### config.mk
export PLATFORM = sky130hd
export DESIGN_NAME = dma_chan_engine
export DESIGN_NICKNAME = d
export VERILOG_FILES = /design/src/rtl/dma_chan_pkg.sv /design/src/rtl/dma_ctrl_reg.sv /design/src/rtl/dma_addr_reg.sv /design/src/rtl/dma_count_reg.sv /design/src/rtl/dma_chan_engine.sv
export SDC_FILE = /design/constraint.sdc
export NUM_CORES = 1
export LEC_CHECK = 0
export ABC_CLOCK_PERIOD_IN_PS = 3300
export BUFFER_PORTS_ARGS = -buffer_cell sky130_fd_sc_hd__clkbuf_2
export CAP_MARGIN = 10
export CORE_ASPECT_RATIO = 1.75
export CORE_MARGIN = 8
export CORE_UTILIZATION = 50
export CTS_CLUSTER_SIZE = 16
export DETAILED_ROUTE_END_ITERATION = 6
export GPL_ROUTABILITY_DRIVEN = 0
export GPL_TIMING_DRIVEN = 0
export PLACE_DENSITY_LB_ADDON = 0.12
export SLEW_MARGIN = 25
export SYNTH_ARGS = -nofsm -noshare
export SYNTH_HDL_FRONTEND = slang
export SYNTH_SLANG_ARGS = --single-unit
### constraint.sdc
create_clock -name clk -period 3.3 [get_ports clk]
set_clock_uncertainty 0.1 [all_clocks]
set_input_delay 0.66 -clock clk [delete_from_list [all_inputs] [get_ports clk]]
set_output_delay 0.66 -clock clk [all_outputs]
set_load 0.02 [all_outputs]
### src/rtl/dma_chan_pkg.sv
package dma_chan_pkg;

  typedef enum logic [1:0] {
    AMODE_FIXED = 2'd0,
    AMODE_UP    = 2'd1,
    AMODE_DOWN  = 2'd2,
    AMODE_RSVD  = 2'd3
  } amode_e;

  localparam int CB_EN    = 0;
  localparam int CB_END   = 1;
  localparam int CB_IE    = 2;
  localparam int CB_TS_LO = 3;
  localparam int CB_BURST = 5;
  localparam int CB_SM_LO = 12;
  localparam int CB_DM_LO = 14;
  localparam int CB_RLD   = 19;

  // unit size in bytes from the 2-bit size code
  function automatic logic [4:0] unit_bytes(input logic [1:0] code);
    logic [4:0] b;
    case (code)
      2'd0:    b = 5'd1;
      2'd1:    b = 5'd2;
      2'd2:    b = 5'd4;
      default: b = 5'd16;
    endcase
    return b;
  endfunction

  // next address after one unit for a given mode
  function automatic logic [31:0] step_addr(input logic [31:0] a,
                                            input amode_e m,
                                            input logic [4:0] bytes);
    logic [31:0] r;
    case (m)
      AMODE_UP:   r = a + {27'd0, bytes};
      AMODE_DOWN: r = a - {27'd0, bytes};
      default:    r = a;
    endcase
    return r;
  endfunction

endpackage

### src/rtl/dma_ctrl_reg.sv
module dma_ctrl_reg
  import dma_chan_pkg::*;
#(
  parameter int  REG_W     = 32,
  parameter bit  RELOAD_OK = 1'b1
) (
  input  logic             clk,
  input  logic             rst_n,
  input  logic             wr_ctrl,
  input  logic [REG_W-1:0] wdata,
  input  logic             end_evt,
  output logic [REG_W-1:0] ctrl_q,
  output logic             en,
  output logic             te,
  output logic             ie,
  output logic             burst,
  output logic [1:0]       ts,
  output amode_e           smode,
  output amode_e           dmode,
  output logic             rld
);

  localparam logic [REG_W-1:0] BASE_MASK = REG_W'(32'h0000_F03D);
  localparam logic [REG_W-1:0] RLD_MASK  = REG_W'(32'h0008_0000);
  localparam logic [REG_W-1:0] WR_MASK   = RELOAD_OK ? (BASE_MASK | RLD_MASK) : BASE_MASK;

  logic te_next;
  logic te_q;
  logic [REG_W-1:0] fields_q;

  // flag: hardware set wins, software can only clear
  always_comb begin
    te_next = te_q;
    if (wr_ctrl) te_next = te_q & wdata[CB_END];
    if (end_evt) te_next = 1'b1;
  end

  always_ff @(posedge clk or negedge rst_n) begin
    if (!rst_n) begin
      fields_q <= '0;
      te_q     <= 1'b0;
    end else begin
      te_q <= te_next;
      if (wr_ctrl) fields_q <= wdata & WR_MASK;
    end
  end

  always_comb begin
    ctrl_q         = fields_q;
    ctrl_q[CB_END] = te_q;
  end

  assign en    = fields_q[CB_EN];
  assign te    = te_q;
  assign ie    = fields_q[CB_IE];
  assign burst = fields_q[CB_BURST];
  assign ts    = fields_q[CB_TS_LO +: 2];
  assign smode = amode_e'(fields_q[CB_SM_LO +: 2]);
  assign dmode = amode_e'(fields_q[CB_DM_LO +: 2]);
  assign rld   = fields_q[CB_RLD];

  // a write of 1 to the flag never clears it
  assert_flag_w1_keeps_R9: assert property (@(posedge clk) disable iff (!rst_n)
    (wr_ctrl && wdata[CB_END] && te_q) |=> te_q);

endmodule

### src/rtl/dma_addr_reg.sv
module dma_addr_reg
  import dma_chan_pkg::*;
#(
  parameter int ADDR_W     = 32,
  parameter bit HAS_RELOAD = 1'b0
) (
  input  logic              clk,
  input  logic              rst_n,
  input  logic              wr,
  input  logic [ADDR_W-1:0] wdata,
  input  logic              step_evt,
  input  amode_e            mode,
  input  logic [4:0]        bytes,
  input  logic              reload_evt,
  output logic [ADDR_W-1:0] addr_q
);

  logic [ADDR_W-1:0] shadow;
  logic [ADDR_W-1:0] stepped;
  logic              do_reload;

  assign stepped   = ADDR_W'(step_addr(32'(addr_q), mode, bytes));
  assign do_reload = HAS_RELOAD && reload_evt;

  generate
    if (HAS_RELOAD) begin : g_shadow
      logic [ADDR_W-1:0] shadow_q;
      always_ff @(posedge clk or negedge rst_n) begin
        if (!rst_n)  shadow_q <= '0;
        else if (wr) shadow_q <= wdata;
      end
      assign shadow = shadow_q;
    end else begin : g_no_shadow
      assign shadow = '0;
    end
  endgenerate

  always_ff @(posedge clk or negedge rst_n) begin
    if (!rst_n)          addr_q <= '0;
    else if (wr)         addr_q <= wdata;
    else if (do_reload)  addr_q <= shadow;
    else if (step_evt)   addr_q <= stepped;
  end

  // fixed and reserved modes never move the address
  assert_fixed_stable_R6: assert property (@(posedge clk) disable iff (!rst_n)
    (step_evt && !wr && !do_reload && (mode == AMODE_FIXED || mode == AMODE_RSVD))
      |=> $stable(addr_q));

endmodule

### src/rtl/dma_count_reg.sv
module dma_count_reg #(
  parameter int CNT_W = 24
) (
  input  logic             clk,
  input  logic             rst_n,
  input  logic             wr,
  input  logic [CNT_W-1:0] wdata,
  input  logic             dec_evt,
  output logic [CNT_W-1:0] count_q,
  output logic             last
);

  localparam logic [CNT_W-1:0] ONE = CNT_W'(1);

  // zero wraps to all-ones, so a zero load means 2^CNT_W units
  always_ff @(posedge clk or negedge rst_n) begin
    if (!rst_n)       count_q <= '0;
    else if (wr)      count_q <= wdata;
    else if (dec_evt) count_q <= count_q - ONE;
  end

  assign last = (count_q == ONE);

  assert_count_dec_R4: assert property (@(posedge clk) disable iff (!rst_n)
    (dec_evt && !wr) |=> (count_q == $past(count_q) - ONE));

endmodule

### src/rtl/dma_chan_engine.sv
module dma_chan_engine
  import dma_chan_pkg::*;
#(
  parameter int ADDR_W      = 32,
  parameter int CNT_W       = 24,
  parameter int CHAN_ID     = 2,
  parameter int RELOAD_CHAN = 2
) (
  input  logic              clk,
  input  logic              rst_n,
  input  logic              wr_en,
  input  logic [1:0]        wr_sel,
  input  logic [31:0]       wr_data,
  input  logic              grant_i,
  output logic              req_o,
  output logic              hold_o,
  output logic [ADDR_W-1:0] rd_addr_o,
  output logic [ADDR_W-1:0] wr_addr_o,
  output logic [4:0]        size_o,
  output logic [CNT_W-1:0]  count_o,
  output logic [31:0]       ctrl_o,
  output logic              done_o,
  output logic              irq_o
);

  localparam bit RELOAD_OK = (CHAN_ID == RELOAD_CHAN);

  localparam logic [1:0] SEL_SRC = 2'd0;
  localparam logic [1:0] SEL_DST = 2'd1;
  localparam logic [1:0] SEL_CNT = 2'd2;
  localparam logic [1:0] SEL_CTL = 2'd3;

  logic   wr_src, wr_dst, wr_cnt, wr_ctl;
  logic   en, te, ie, burst, rld, last;
  logic [1:0] ts;
  amode_e smode, dmode;
  logic   fire, end_evt, hold_q;
  logic [4:0] bytes;

  assign wr_src = wr_en && (wr_sel == SEL_SRC);
  assign wr_dst = wr_en && (wr_sel == SEL_DST);
  assign wr_cnt = wr_en && (wr_sel == SEL_CNT);
  assign wr_ctl = wr_en && (wr_sel == SEL_CTL);

  assign bytes   = unit_bytes(ts);
  assign req_o   = en && !te;
  assign fire    = req_o && (grant_i || hold_q);
  assign end_evt = fire && last;

  dma_ctrl_reg #(.REG_W(32), .RELOAD_OK(RELOAD_OK)) u_ctrl (
    .clk(clk), .rst_n(rst_n), .wr_ctrl(wr_ctl), .wdata(wr_data),
    .end_evt(end_evt), .ctrl_q(ctrl_o), .en(en), .te(te), .ie(ie),
    .burst(burst), .ts(ts), .smode(smode), .dmode(dmode), .rld(rld)
  );

  dma_addr_reg #(.ADDR_W(ADDR_W), .HAS_RELOAD(RELOAD_OK)) u_src (
    .clk(clk), .rst_n(rst_n), .wr(wr_src), .wdata(wr_data[ADDR_W-1:0]),
    .step_evt(fire), .mode(smode), .bytes(bytes),
    .reload_evt(end_evt && rld), .addr_q(rd_addr_o)
  );

  dma_addr_reg #(.ADDR_W(ADDR_W), .HAS_RELOAD(1'b0)) u_dst (
    .clk(clk), .rst_n(rst_n), .wr(wr_dst), .wdata(wr_data[ADDR_W-1:0]),
    .step_evt(fire), .mode(dmode), .bytes(bytes),
    .reload_evt(1'b0), .addr_q(wr_addr_o)
  );

  dma_count_reg #(.CNT_W(CNT_W)) u_cnt (
    .clk(clk), .rst_n(rst_n), .wr(wr_cnt), .wdata(wr_data[CNT_W-1:0]),
    .dec_evt(fire), .count_q(count_o), .last(last)
  );

  // burst keeps the bus from the first granted unit to the last one
  always_ff @(posedge clk or negedge rst_n) begin
    if (!rst_n)                hold_q <= 1'b0;
    else if (!req_o || !burst) hold_q <= 1'b0;
    else if (fire)             hold_q <= !last;
  end

  assign hold_o = hold_q;
  assign size_o = bytes;
  assign done_o = te;
  assign irq_o  = te && ie;

  assert_no_unit_idle_R3: assert property (@(posedge clk) disable iff (!rst_n)
    (!req_o && !wr_cnt) |=> $stable(count_o));

  assert_hold_burst_R10: assert property (@(posedge clk) disable iff (!rst_n)
    hold_o |-> burst);

  assert_end_on_last_R8: assert property (@(posedge clk) disable iff (!rst_n)
    $rose(done_o) |-> $past(fire && last));

  assert_irq_flag_R8: assert property (@(posedge clk) disable iff (!rst_n)
    irq_o |-> (done_o && ctrl_o[CB_IE]));

endmodule

==> results of run 1 <==
-- power by group --
group          internal, mW  switching (mW)  leakage [nW]
logic                  3.03            4.18          3.90
registers              2.17           0.579          1.57
clock network          1.33           0.764         0.304
-- metal layers --
layer | vias up | wire, um | GRT usage (%)
met5 | - | 0 | 0
met4 | 0 | 1540 | 14.0
met3 | 77 | 1740 | 4.22
met2 | 354 | 17000 | 47.7
met1 | 4501 | 12200 | 28.3
li1 | 4445 | - | -
-- registers in the layout, indices dropped and copies added, names as in the netlist --
name,count
u_dst.addr_q,32
u_cnt.count_q,24
hold_o,1
u_src.g_shadow.shadow_q,32
u_ctrl.te,1
u_ctrl.fields_q,10
u_src.addr_q,32
-- logic make-up after synthesis --
group	Yosys count	synth area share, %
fa+ha+maj	70	9.40
compound gates	329	21.9
simple gates	414	19.4
xor+xnor	77	7.12
mux	16	1.84
buf+inv	108	5.45
other cells	1	0.0396
flops	132	34.9
-- what timing repair did --
action / 4_1_cts / 5_1_grt
hold buffers: 0 / 0
buffers inserted: 26 / 23
pin swaps: 37 / 62
resized for setup: 32 / 79
gates cloned: 0 / 0
setup endpoints to repair: 35 / 36
-- final cells by class --
| type | count | area (um^2) | area share, % |
|---|---|---|---|
| sequential | 132 | 3310 | 27.1 |
| tap | 238 | 298 | 2.44 |
| multi-input combinational | 928 | 6260 | 51.3 |
| clock inverter | 10 | 169 | 1.38 |
| clock buffer | 22 | 474 | 3.89 |
| timing repair buffer | 194 | 1190 | 9.77 |
| buffer | 76 | 397 | 3.25 |
| antenna | 1 | 2.50 | 0.0205 |
| inverter | 28 | 105 | 0.861 |
-- cell usage in the layout, fill, tap and decap left out, types with 5 or more instances in the layout --
cell,synthesis,layout
nand4_1,10,10
o221ai_1,8,6
a21oi_1,115,105
conb_1,1,22
buf_4,28,68
o21ai_2,0,6
xor2_1,28,28
nand3_1,20,18
xnor2_1,49,46
nand2b_1,9,9
clkbuf_1,43,41
ha_1,68,56
mux2_2,11,11
and3_1,6,5
clkbuf_2,3,144
clkbuf_16,0,17
nor4_1,6,5
dfrtp_1,132,128
inv_1,28,24
a21oi_2,2,10
or3_1,6,6
a21o_1,28,28
o21ai_1,9,18
o21a_1,11,11
nand2_1,200,198
a31oi_1,18,13
ha_4,0,9
nor3_1,13,12
nor2_1,109,108
o211ai_1,10,10
o21bai_1,12,11
o21ai_0,74,59
mux2i_1,5,5
-- per-stage QoR --
stage               TNS [ns]  hold slack (ns)  instances  utilization, %
floorplan             -0.197            0.264       1168               -
global route           -4.23            0.169       1629            65.7
global placement     -103.15            0.351       1550            57.2
finish                 -1.33            0.113       1629            65.7
detailed placement     -6.73            0.355       1551            57.4
CTS                   -0.220            0.139       1607            63.0
-- worst max-delay path: stages (launching register included) --
cell	delay, ns
dfrtp_2	0.46
nor2_4	0.23
buf_4	0.16
buf_6	0.09
ha_4	0.13
inv_1	0.05
fa_2	0.34
a21o_1	0.18
a21oi_2	0.18
o21ai_2	0.08
a32o_2	0.30
a21oi_4	0.18
o31ai_2	0.09
a21o_1	0.22
nand3_1	0.11
a31oi_1	0.11
xnor2_1	0.18
a31oi_1	0.09
-- path summary, 6_finish.rpt --
check	from	endpoint	slack (ns)	cells after the start
worst max-delay path	u_ctrl.fields_q[3]	u_dst.addr_q[30]	-0.15	17
worst min-delay path	rst_n	u_src.addr_q[29]	0.11	1
worst max register to register	u_ctrl.fields_q[3]	u_dst.addr_q[30]	-0.15	17
worst min register to register	u_src.g_shadow.shadow_q[24]	u_src.g_shadow.shadow_q[24]	0.37	2
max in group asynchronous	rst_n	u_ctrl.fields_q[4]	2.19	2
min in group clk	u_src.g_shadow.shadow_q[24]	u_src.g_shadow.shadow_q[24]	0.37	2
==> impl_results.md, run 1 <==
* Max-capacitance violation count at 0
* Clk sinks at 132
* Largest net degree at the start of global routing at 72
* Failing checks: negative setup slack
* FFs w/ async S/R, synth at 100%
* Synthesis Warnings at 0
* Most frequent cell after synthesis: nand2_1
* Synth top area share at 34.9%
* Maximum VDD drop at 0.495 mV
* Max Transition Viols Final at 0
* Cell variety after synth at 78
* Initial antenna violation count at 1
* Gr ovfl total at 0
* Avg Synthesized Cell Area at 8.26 um^2
* Period utilization at 105%
* IO Count at 167
* Layout Nets at 1485
* WP data arrival at 3.63 ns
* Fraction of layout cells with a size suffix above 1 at 26.5%
* Crit Path Category: flip-flop to flip-flop
* Gr usage total at 26.2%
* Worst Hold Class: input port to asynchronous set/reset pin
* Wire per inst at 19.9 um
* HPWL Detailed at 24000 um
* Final setup fails at 19
* First-pass GRT wire length at 49000 um
* Worst Path Required at 3.47 ns
* Die Span Y at 198 um
* Post-Synthesis Cells at 1147
* Synthesized area at 9480 um^2
* Post-synth top cells: nand2_1 (200), dfrtp_1 (132), a21oi_1 (115)
* Synth area leaders: dfrtp_1 (35%), ha_1 (9.0%), nand2_1 (7.9%)
* Max_slew headroom at 40.8%
* RSZ-0062 raised after global routing: yes
* Root Buffer: clkbuf_16
* DRT iter0 DRCs at 598
* Synth Register Bits at 132
* P_leak at 5.78 nW
* Remaining DRCs at 0
* Port bufs at 144
* Final Power at 12.0 mW
* Number of global-route vias before repair at 9319
* Clk Latency, worst-skew pair at 0.43 ns
* Capturing element type of the critical path: flip-flop
* CTS tree: done
* Die area at 23800 um^2
* Status: finished, violations left
* Pwr/cell area at 987 nW/um^2
* Htree depth at 4
* CP max FO at 5
* Cell Area, Placed at 10700 um^2
* Minimum clock period at 3.45 ns
* Total clock buffers created by CTS at 17
* Dominant synthesized flop cell: dfrtp_1
* Post-synth EDFFs at 0
* Fin area at 12200 um^2
* Row cnt at 66
* Place WS at -0.435 ns
* Vias at 9377
* Final WS setup at -0.152 ns
* Cell accounting for the most synthesized area: dfrtp_1
* CTS clk-pin slew, worst paths at 0.06 ns
* Via density at 5.76
* CP Launch Type: flip-flop
* Post-synthesis sequential area ratio at 34.9%
* Longest Clk Path Bufs at 2
* Initial Util at 51.0%
* Detailed Route WL at 32500 um
* DIE WIDTH at 120 um
* Filler cell count at 1616
* Post-DRT Antenna Nets at 0
* Upper clock frequency limit at 0.290 GHz
* Fin. Hold Viols at 0
* Layout area overhead at 28.8%
* Worst Max-Slew Pin Slew at 0.880 ns
* 1st-pass router iterations at 7
* Area of the core at 18600 um^2
No activity file was read; power rests on OpenSTA's default activity.
==> inputs of run 2 (changes only) <==
--- a/config.mk
+++ b/config.mk
@@ -5,6 +5,7 @@
 export SDC_FILE = /design/constraint.sdc
 export NUM_CORES = 1
 export LEC_CHECK = 0
+export ABC_AREA = 1
 export ABC_CLOCK_PERIOD_IN_PS = 3300
 export BUFFER_PORTS_ARGS = -buffer_cell sky130_fd_sc_hd__clkbuf_2
 export CAP_MARGIN = 10
==> run 2 against run 1 <==
- the run now ends clean
- synthesized cell count increased by 44%
- non-clock buffer count decreased by 64
- worst hold slack got worse by 0.0083 ns
- final area increased by 4.8%
- setup slack improved by 0.33 ns
- critical path depth decreased by 3
- clock power decreased by 2%
- critical path type unchanged
- largest cell class unchanged
- highest routed layer unchanged
==> impl_results.md, run 2 <==
* Fraction of layout cells with a size suffix above 1 at 14.2% (was 26.5%)
* Synthesized area at 10900 um^2 (was 9480 um^2)
* Register-to-Register Setup Slack at 0.18 ns (was -0.15 ns)
* Layout area overhead at 16.9% (was 28.8%)
* Layout Nets at 1940 (was 1485)
* DRT iter0 DRCs at 768 (was 598)
* Worst Hold Class: input port to asynchronous set/reset pin (unchanged)
* FFs w/ async S/R, synth at 100% (unchanged)
* Non-filler cells, final at 2137 (was 1629)
* Final Power at 11.6 mW (was 12.0 mW)
* CTS tree: done (unchanged)
* Critical path, cell by cell: nor2_2 -> ha_1 -> inv_1 -> fa_1 -> nand3_1 -> nand3_1 -> nand2_1 -> nand2_1 -> nand3_1 -> nand2_1 -> nand2_1 -> nand2_1 -> o21ai_0 -> nand2_1 (was nor2_4 -> buf_4 -> buf_6 -> ha_4 -> inv_1 -> fa_2 -> a21o_1 -> a21oi_2 -> o21ai_2 -> a32o_2 -> a21oi_4 -> o31ai_2 -> a21o_1 -> nand3_1 -> a31oi_1 -> xnor2_1 -> a31oi_1)
* Die area at 27000 um^2 (was 23800 um^2)
* Filler cell count at 2200 (was 1616)
* Placed cell count at 2105 (was 1551)
* Post-DRT Antenna Nets at 0 (unchanged)
* Fin area at 12800 um^2 (was 12200 um^2)
* Final WS setup at 0.179 ns (was -0.152 ns)
* Place WS at 0.116 ns (was -0.435 ns)
* Cell Area, Placed at 12100 um^2 (was 10700 um^2)
* # diodes at 0 (was 1)
* Fin. Hold Viols at 0 (unchanged)
* RR Startpoint: u_ctrl.fields_q[4] (was u_ctrl.fields_q[3])
* P_leak at 6.99 nW (was 5.78 nW)
* Upper clock frequency limit at 0.320 GHz (was 0.290 GHz)
* Clk sinks at 132 (unchanged)
* Largest net degree at the start of global routing at 72 (unchanged)
* Hold_ws at 0.105 ns (was 0.113 ns)
* 1st-pass router iterations at 5 (was 7)
* Avg Synthesized Cell Area at 6.64 um^2 (was 8.26 um^2)
* HPWL Detailed at 31400 um (was 24000 um)
* Max-capacitance violation count at 0 (unchanged)
* Commonest non-fill, non-tap cell in the layout: nand2_1 (unchanged)
* Port bufs at 144 (unchanged)
* CP Launch Type: flip-flop (unchanged)
* Gr usage total at 28.6% (was 26.2%)
* RSZ-0062 raised after global routing: no (was yes)
* Status: complete, no violations (was finished, violations left)
* Capturing element type of the critical path: flip-flop (unchanged)
* Slowest CP cell: dfrtp_1 (was dfrtp_2)
* Max Transition Viols Final at 0 (unchanged)
* Reg-to-Reg End: u_dst.addr_q[18] (was u_dst.addr_q[30])
* Via density at 5.37 (was 5.76)
* Largest regs: u_dst.addr_q: 32 flops, u_src.addr_q: 32 flops, u_src.g_shadow.shadow_q: 32 flops (unchanged)
* Max_slew headroom at 34.7% (was 40.8%)
* First-pass GRT wire length at 59600 um (was 49000 um)
* Worst Max-Slew Pin Slew at 0.971 ns (was 0.880 ns)
* Worst Path Required at 3.51 ns (was 3.47 ns)
* Wire per inst at 17.8 um (was 19.9 um)
* Post-synthesis sequential area ratio at 30.2% (was 34.9%)
* Row cnt at 71 (was 66)
* CTS clk-pin slew, worst paths at 0.06 ns (about the same)
* Vias at 11467 (was 9377)
* Longest Clk Path Bufs at 2 (unchanged)
* Reg2reg path depth at 14 (was 17)
* Area of the core at 21500 um^2 (was 18600 um^2)
* Most frequent cell after synthesis: nand2_1 (unchanged)
* Initial Util at 50.9% (was 51.0%)
* Number of global-route vias before repair at 11863 (was 9319)
* Synthesis Warnings at 0 (unchanged)
* Detailed Route WL at 38100 um (was 32500 um)
* Commonest non-fill, non-tap cells in the layout: nand2_1 (509), inv_1 (224), nor2_1 (162) (was nand2_1 (198), clkbuf_2 (144), dfrtp_1 (128))
* Synth top area share at 30.2% (was 34.9%)
* Critical path's largest stage delay at 0.47 ns (was 0.46 ns)
* Dominant synthesized flop cell: dfrtp_1 (unchanged)
* DIE WIDTH at 128 um (was 120 um)
* Remaining DRCs at 0 (unchanged)
* Root Buffer: clkbuf_16 (unchanged)
* Cell accounting for the most synthesized area: dfrtp_1 (unchanged)
* Synth area leaders: dfrtp_1 (30%), nand2_1 (17%), ha_1 (7.8%) (was dfrtp_1 (35%), ha_1 (9.0%), nand2_1 (7.9%))
* Gr ovfl total at 0 (unchanged)
* Crit Path Category: flip-flop to flip-flop (unchanged)
* IO Count at 167 (unchanged)
* CP max FO at 8 (was 5)
* WP data arrival at 3.33 ns (was 3.63 ns)
* Die Span Y at 212 um (was 198 um)
* Synth Register Bits at 132 (unchanged)
* Clk Latency, worst-skew pair at 0.42 ns (was 0.43 ns)
* Pwr/cell area at 911 nW/um^2 (was 987 nW/um^2)
* Cell mode on critical path: nand2_1
* Post-synth EDFFs at 0 (unchanged)
* Post-Synthesis Cells at 1647 (was 1147)
* Htree depth at 4 (unchanged)
* Cell variety after synth at 45 (was 78)
* Maximum VDD drop at 0.427 mV (was 0.495 mV)
* Post-synth top cells: nand2_1 (509), inv_1 (224), nor2_1 (163) (was nand2_1 (200), dfrtp_1 (132), a21oi_1 (115))
* Period utilization at 94.6% (was 105%)
* Total clock buffers created by CTS at 17 (unchanged)
* Final setup fails at 0 (was 19)
* Minimum clock period at 3.12 ns (was 3.45 ns)
* Initial antenna violation count at 0 (was 1)
## run 2: cell types whose count changed after synthesis, moves of 19 or more
cell,change
inv_1,+196
o221ai_1,+19
nor2_1,+54
o21bai_1,+19
a21o_1,-19
xnor2_1,-28
nand3_1,+84
clkbuf_1,-23
a21oi_1,-27
nand2_1,+309
## run 2: area by class of cell
cell class,count,area [um^2],area share [%]
multi-input cells,1245,6470,50.6
inverters,230,863,6.75
plain buffers,61,395,3.09
well taps,292,365,2.86
repair buffers,145,757,5.92
flip-flops and latches,132,3300,25.8
clock buffers,19,453,3.54
clock inverters,13,181,1.42
## run 2: worst max path at each step
stage | start | end | slack, ns
2_1_floorplan | u_ctrl.fields_q[14] | u_dst.addr_q[30] | 0.58
5_1_grt | u_ctrl.fields_q[4] | u_dst.addr_q[28] | 0.04
6_report | u_ctrl.fields_q[4] | u_dst.addr_q[18] | 0.18
3_3_place_gp | rst_n | u_src.addr_q[30] | -0.80
4_1_cts | u_ctrl.fields_q[4] | u_dst.addr_q[28] | 0.10
3_5_place_dp | u_ctrl.fields_q[4] | u_dst.addr_q[28] | 0.12
## run 2: cells by family after synthesis
group	synth area share (%)
AO/OA/AOI/OAI	14.9
XOR/XNOR	3.52
adder cells (fa/ha/maj)	8.15
buffers and inverters	11.5
flip-flops	30.2
other	0.0343
AND/OR/NAND/NOR	31.7
## run 2: critical path: cells and delay by family, from the launching register on
kind / cells / cell delay [ns]
adders and majority gates: 2 / 0.65
and+or+nand+nor: 10 / 1.48
buffers and inverters: 1 / 0.08
AOI/OAI and AO/OA: 1 / 0.22
DFF: 1 / 0.47
## run 2: timing repair
item	in CTS	in global routing
buffers inserted	0	0
hold buffers	0	0
endpoints found under the setup margin	0	6
resized for setup	0	2
## run 2: per-stage QoR
stage                     util [%]  setup TNS [ns]
after global routing          59.5               0
after global placement        56.3         -104.35
after floorplan                  -               0
after detailed placement      56.5               0
after CTS                     59.4               0
final                         59.5               0
## run 2: power breakdown
part           switching, mW  internal [mW]
clock                  0.753           1.30
sequential             0.639           2.19
combinational           4.46           2.31
## run 2: metal layers
metal	wire length [um]	part of all wire (%)	GRT usage, %	up-vias
li1	-	-	-	5640
met1	12900	34	26.5	5243
met2	20200	53	53.8	419
met3	1770	4.6	3.85	165
met4	3160	8.3	24.4	0
met5	0	0	0	-
==> inputs of run 3 (changes only) <==
--- a/config.mk
+++ b/config.mk
@@ -7,7 +7,7 @@
 export LEC_CHECK = 0
 export ABC_AREA = 1
 export ABC_CLOCK_PERIOD_IN_PS = 3300
-export BUFFER_PORTS_ARGS = -buffer_cell sky130_fd_sc_hd__clkbuf_2
+export BUFFER_PORTS_ARGS = -buffer_cell sky130_fd_sc_hd__buf_4
 export CAP_MARGIN = 10
 export CORE_ASPECT_RATIO = 1.75
 export CORE_MARGIN = 8
==> run 3 against run 2 <==
- wire length fell by 0.20%
- combinational power rose by 4.6%
- die area did not move
- maximum frequency rose by 0.65%
- total power rose by 2.1%
==> impl_results.md, run 3 (synthesis gave the netlist of run 2 again) <==
* Status: complete, no violations (unchanged)
* Reg-to-Reg End: u_src.addr_q[28] (was u_dst.addr_q[18])
* Layout Nets at 1940 (unchanged)
* Commonest non-fill, non-tap cell in the layout: nand2_1 (unchanged)
* CTS tree: done (unchanged)
* Detailed Route WL at 38000 um (was 38100 um)
* Remaining DRCs at 0 (unchanged)
* Fin. Hold Viols at 0 (unchanged)
* Root Buffer: clkbuf_16 (unchanged)
* Die area at 27000 um^2 (unchanged)
* Clk sinks at 132 (unchanged)
* Fraction of layout cells with a size suffix above 1 at 14.1% (was 14.2%)
* Area of the core at 21500 um^2 (unchanged)
* Number of global-route vias before repair at 11589 (was 11863)
* Htree depth at 4 (unchanged)
* RSZ-0062 raised after global routing: no (unchanged)
* Final WS setup at 0.199 ns (was 0.179 ns)
* Final setup fails at 0 (unchanged)
* CTS clk-pin slew, worst paths at 0.06 ns (about the same)
* # diodes at 0 (unchanged)
* CP max FO at 27 (was 8)
* Max Transition Viols Final at 0 (unchanged)
* Period utilization at 94.0% (was 94.6%)
* Maximum VDD drop at 0.581 mV (was 0.427 mV)
* Upper clock frequency limit at 0.323 GHz (was 0.320 GHz)
* Gr usage total at 28.6% (about the same)
* Hold Buf Count CTS at 0 (unchanged)
* P_leak at 7.08 nW (was 6.99 nW)
* Reg2reg path depth at 12 (was 14)
* Longest Clk Path Bufs at 2 (unchanged)
* Die Span Y at 212 um (unchanged)
* Cell Area, Placed at 12500 um^2 (was 12100 um^2)
* Layout area overhead at 19.9% (was 16.9%)
* Max_slew headroom at 43.8% (was 34.7%)
* Largest net degree at the start of global routing at 92 (was 72)
* IO Count at 167 (unchanged)
* Port bufs at 144 (unchanged)
* First-pass GRT wire length at 59500 um (was 59600 um)
* Worst Hold Class: input port to asynchronous set/reset pin (unchanged)
* 1st-pass router iterations at 5 (unchanged)
* Vias at 11395 (was 11467)
* Wire per inst at 17.8 um (about the same)
* Register-to-Register Setup Slack at 0.20 ns (was 0.18 ns)
* Total clock buffers created by CTS at 17 (unchanged)
* CP Launch Type: flip-flop (unchanged)
* Place WS at 0.154 ns (was 0.116 ns)
* HPWL Detailed at 31100 um (was 31400 um)
* DIE WIDTH at 128 um (unchanged)
* Initial Util at 50.9% (unchanged)
* Crit Path Category: flip-flop to flip-flop (unchanged)
* Via density at 5.34 (was 5.37)
* Gr ovfl total at 0 (unchanged)
* Largest regs: u_dst.addr_q: 32 flops, u_src.addr_q: 32 flops, u_src.g_shadow.shadow_q: 32 flops (unchanged)
* WP data arrival at 3.34 ns (was 3.33 ns)
* Minimum clock period at 3.10 ns (was 3.12 ns)
* Max-capacitance violation count at 0 (unchanged)
* RR Startpoint: u_ctrl.fields_q[12] (was u_ctrl.fields_q[4])
* Pwr/cell area at 907 nW/um^2 (was 911 nW/um^2)
* Final Power at 11.9 mW (was 11.6 mW)
* Post-DRT Antenna Nets at 0 (unchanged)
* Clk Latency, worst-skew pair at 0.43 ns (was 0.42 ns)
* Worst Path Required at 3.54 ns (was 3.51 ns)
* Worst Max-Slew Pin Slew at 0.836 ns (was 0.971 ns)
* Capturing element type of the critical path: flip-flop (unchanged)
* Row cnt at 71 (unchanged)
* Commonest non-fill, non-tap cells in the layout: nand2_1 (509), inv_1 (224), buf_4 (171) (was nand2_1 (509), inv_1 (224), nor2_1 (162))
* Initial antenna violation count at 0 (unchanged)
* Fin area at 13100 um^2 (was 12800 um^2)
* DRT iter0 DRCs at 699 (was 768)
[run 3: cell type report]
type / count / area, um^2
Sequential cell: 132 / 3300
Multi-Input combinational cell: 1245 / 6470
Inverter: 230 / 863
Clock buffer: 21 / 470
Timing Repair Buffer: 145 / 1120
Clock inverter: 9 / 129
Buffer: 61 / 395
Tap cell: 292 / 365
Fill cell: 2145 / 8390
[run 3: repair_timing]
action | 4_1_cts | 5_1_grt
gates resized for setup | 0 | 2
buffers inserted | 0 | 0
setup endpoints to repair | 0 | 4
[run 3: per-stage QoR]
| step | util [%] | hold slack (ns) | cells | TNS [ns] |
|---|---|---|---|---|
| after global placement | 58.0 | 0.349 | 2104 | -1.07 |
| after detailed placement | 58.1 | 0.356 | 2105 | 0 |
| after CTS | 60.9 | 0.0334 | 2135 | 0 |
| final | 61.0 | 0.0281 | 2135 | 0 |
| after global routing | 61.0 | 0.0383 | 2135 | 0 |
| after floorplan | - | 0.264 | 1668 | 0 |
[run 3: critical path: stages, from the launching register on]
cell,delay (ns)
dfrtp_1,0.40
inv_1,0.09
ha_2,0.60
ha_1,0.41
nand2_1,0.10
inv_1,0.06
a21oi_1,0.31
nand3_1,0.35
nand2_1,0.18
nand3_1,0.10
nand3_1,0.12
nand2_1,0.07
a21oi_1,0.13
[run 3: worst max path at each step]
| stage | cells after the start | end | from | slack, ns |
|---|---|---|---|---|
| 6_report | 12 | u_src.addr_q[28] | u_ctrl.fields_q[12] | 0.20 |
| 2_1_floorplan | 10 | u_dst.addr_q[30] | u_ctrl.fields_q[14] | 0.58 |
| 3_5_place_dp | 14 | u_dst.addr_q[28] | u_ctrl.fields_q[4] | 0.15 |
| 4_1_cts | 14 | u_dst.addr_q[28] | u_ctrl.fields_q[4] | 0.15 |
| 3_3_place_gp | 11 | u_dst.addr_q[25] | u_ctrl.fields_q[14] | -0.18 |
| 5_1_grt | 14 | u_dst.addr_q[28] | u_ctrl.fields_q[4] | 0.04 |
[run 3: routing by layer]
| layer | GRT usage [%] | part of all wire, % | up-vias |
|---|---|---|---|
| met5 | 0 | 0 | - |
| met4 | 21.8 | 7.6 | 0 |
| met3 | 4.36 | 4.6 | 141 |
| met2 | 53.9 | 53 | 407 |
| met1 | 26.9 | 35 | 5209 |
| li1 | - | - | 5638 |
[run 3: report_power, final]
group	switching, mW	internal [mW]	total, mW
Sequential	0.649	2.19	2.83
Combinational	4.47	2.61	7.08
Clock	0.738	1.24	1.97
Total	5.86	6.04	11.9
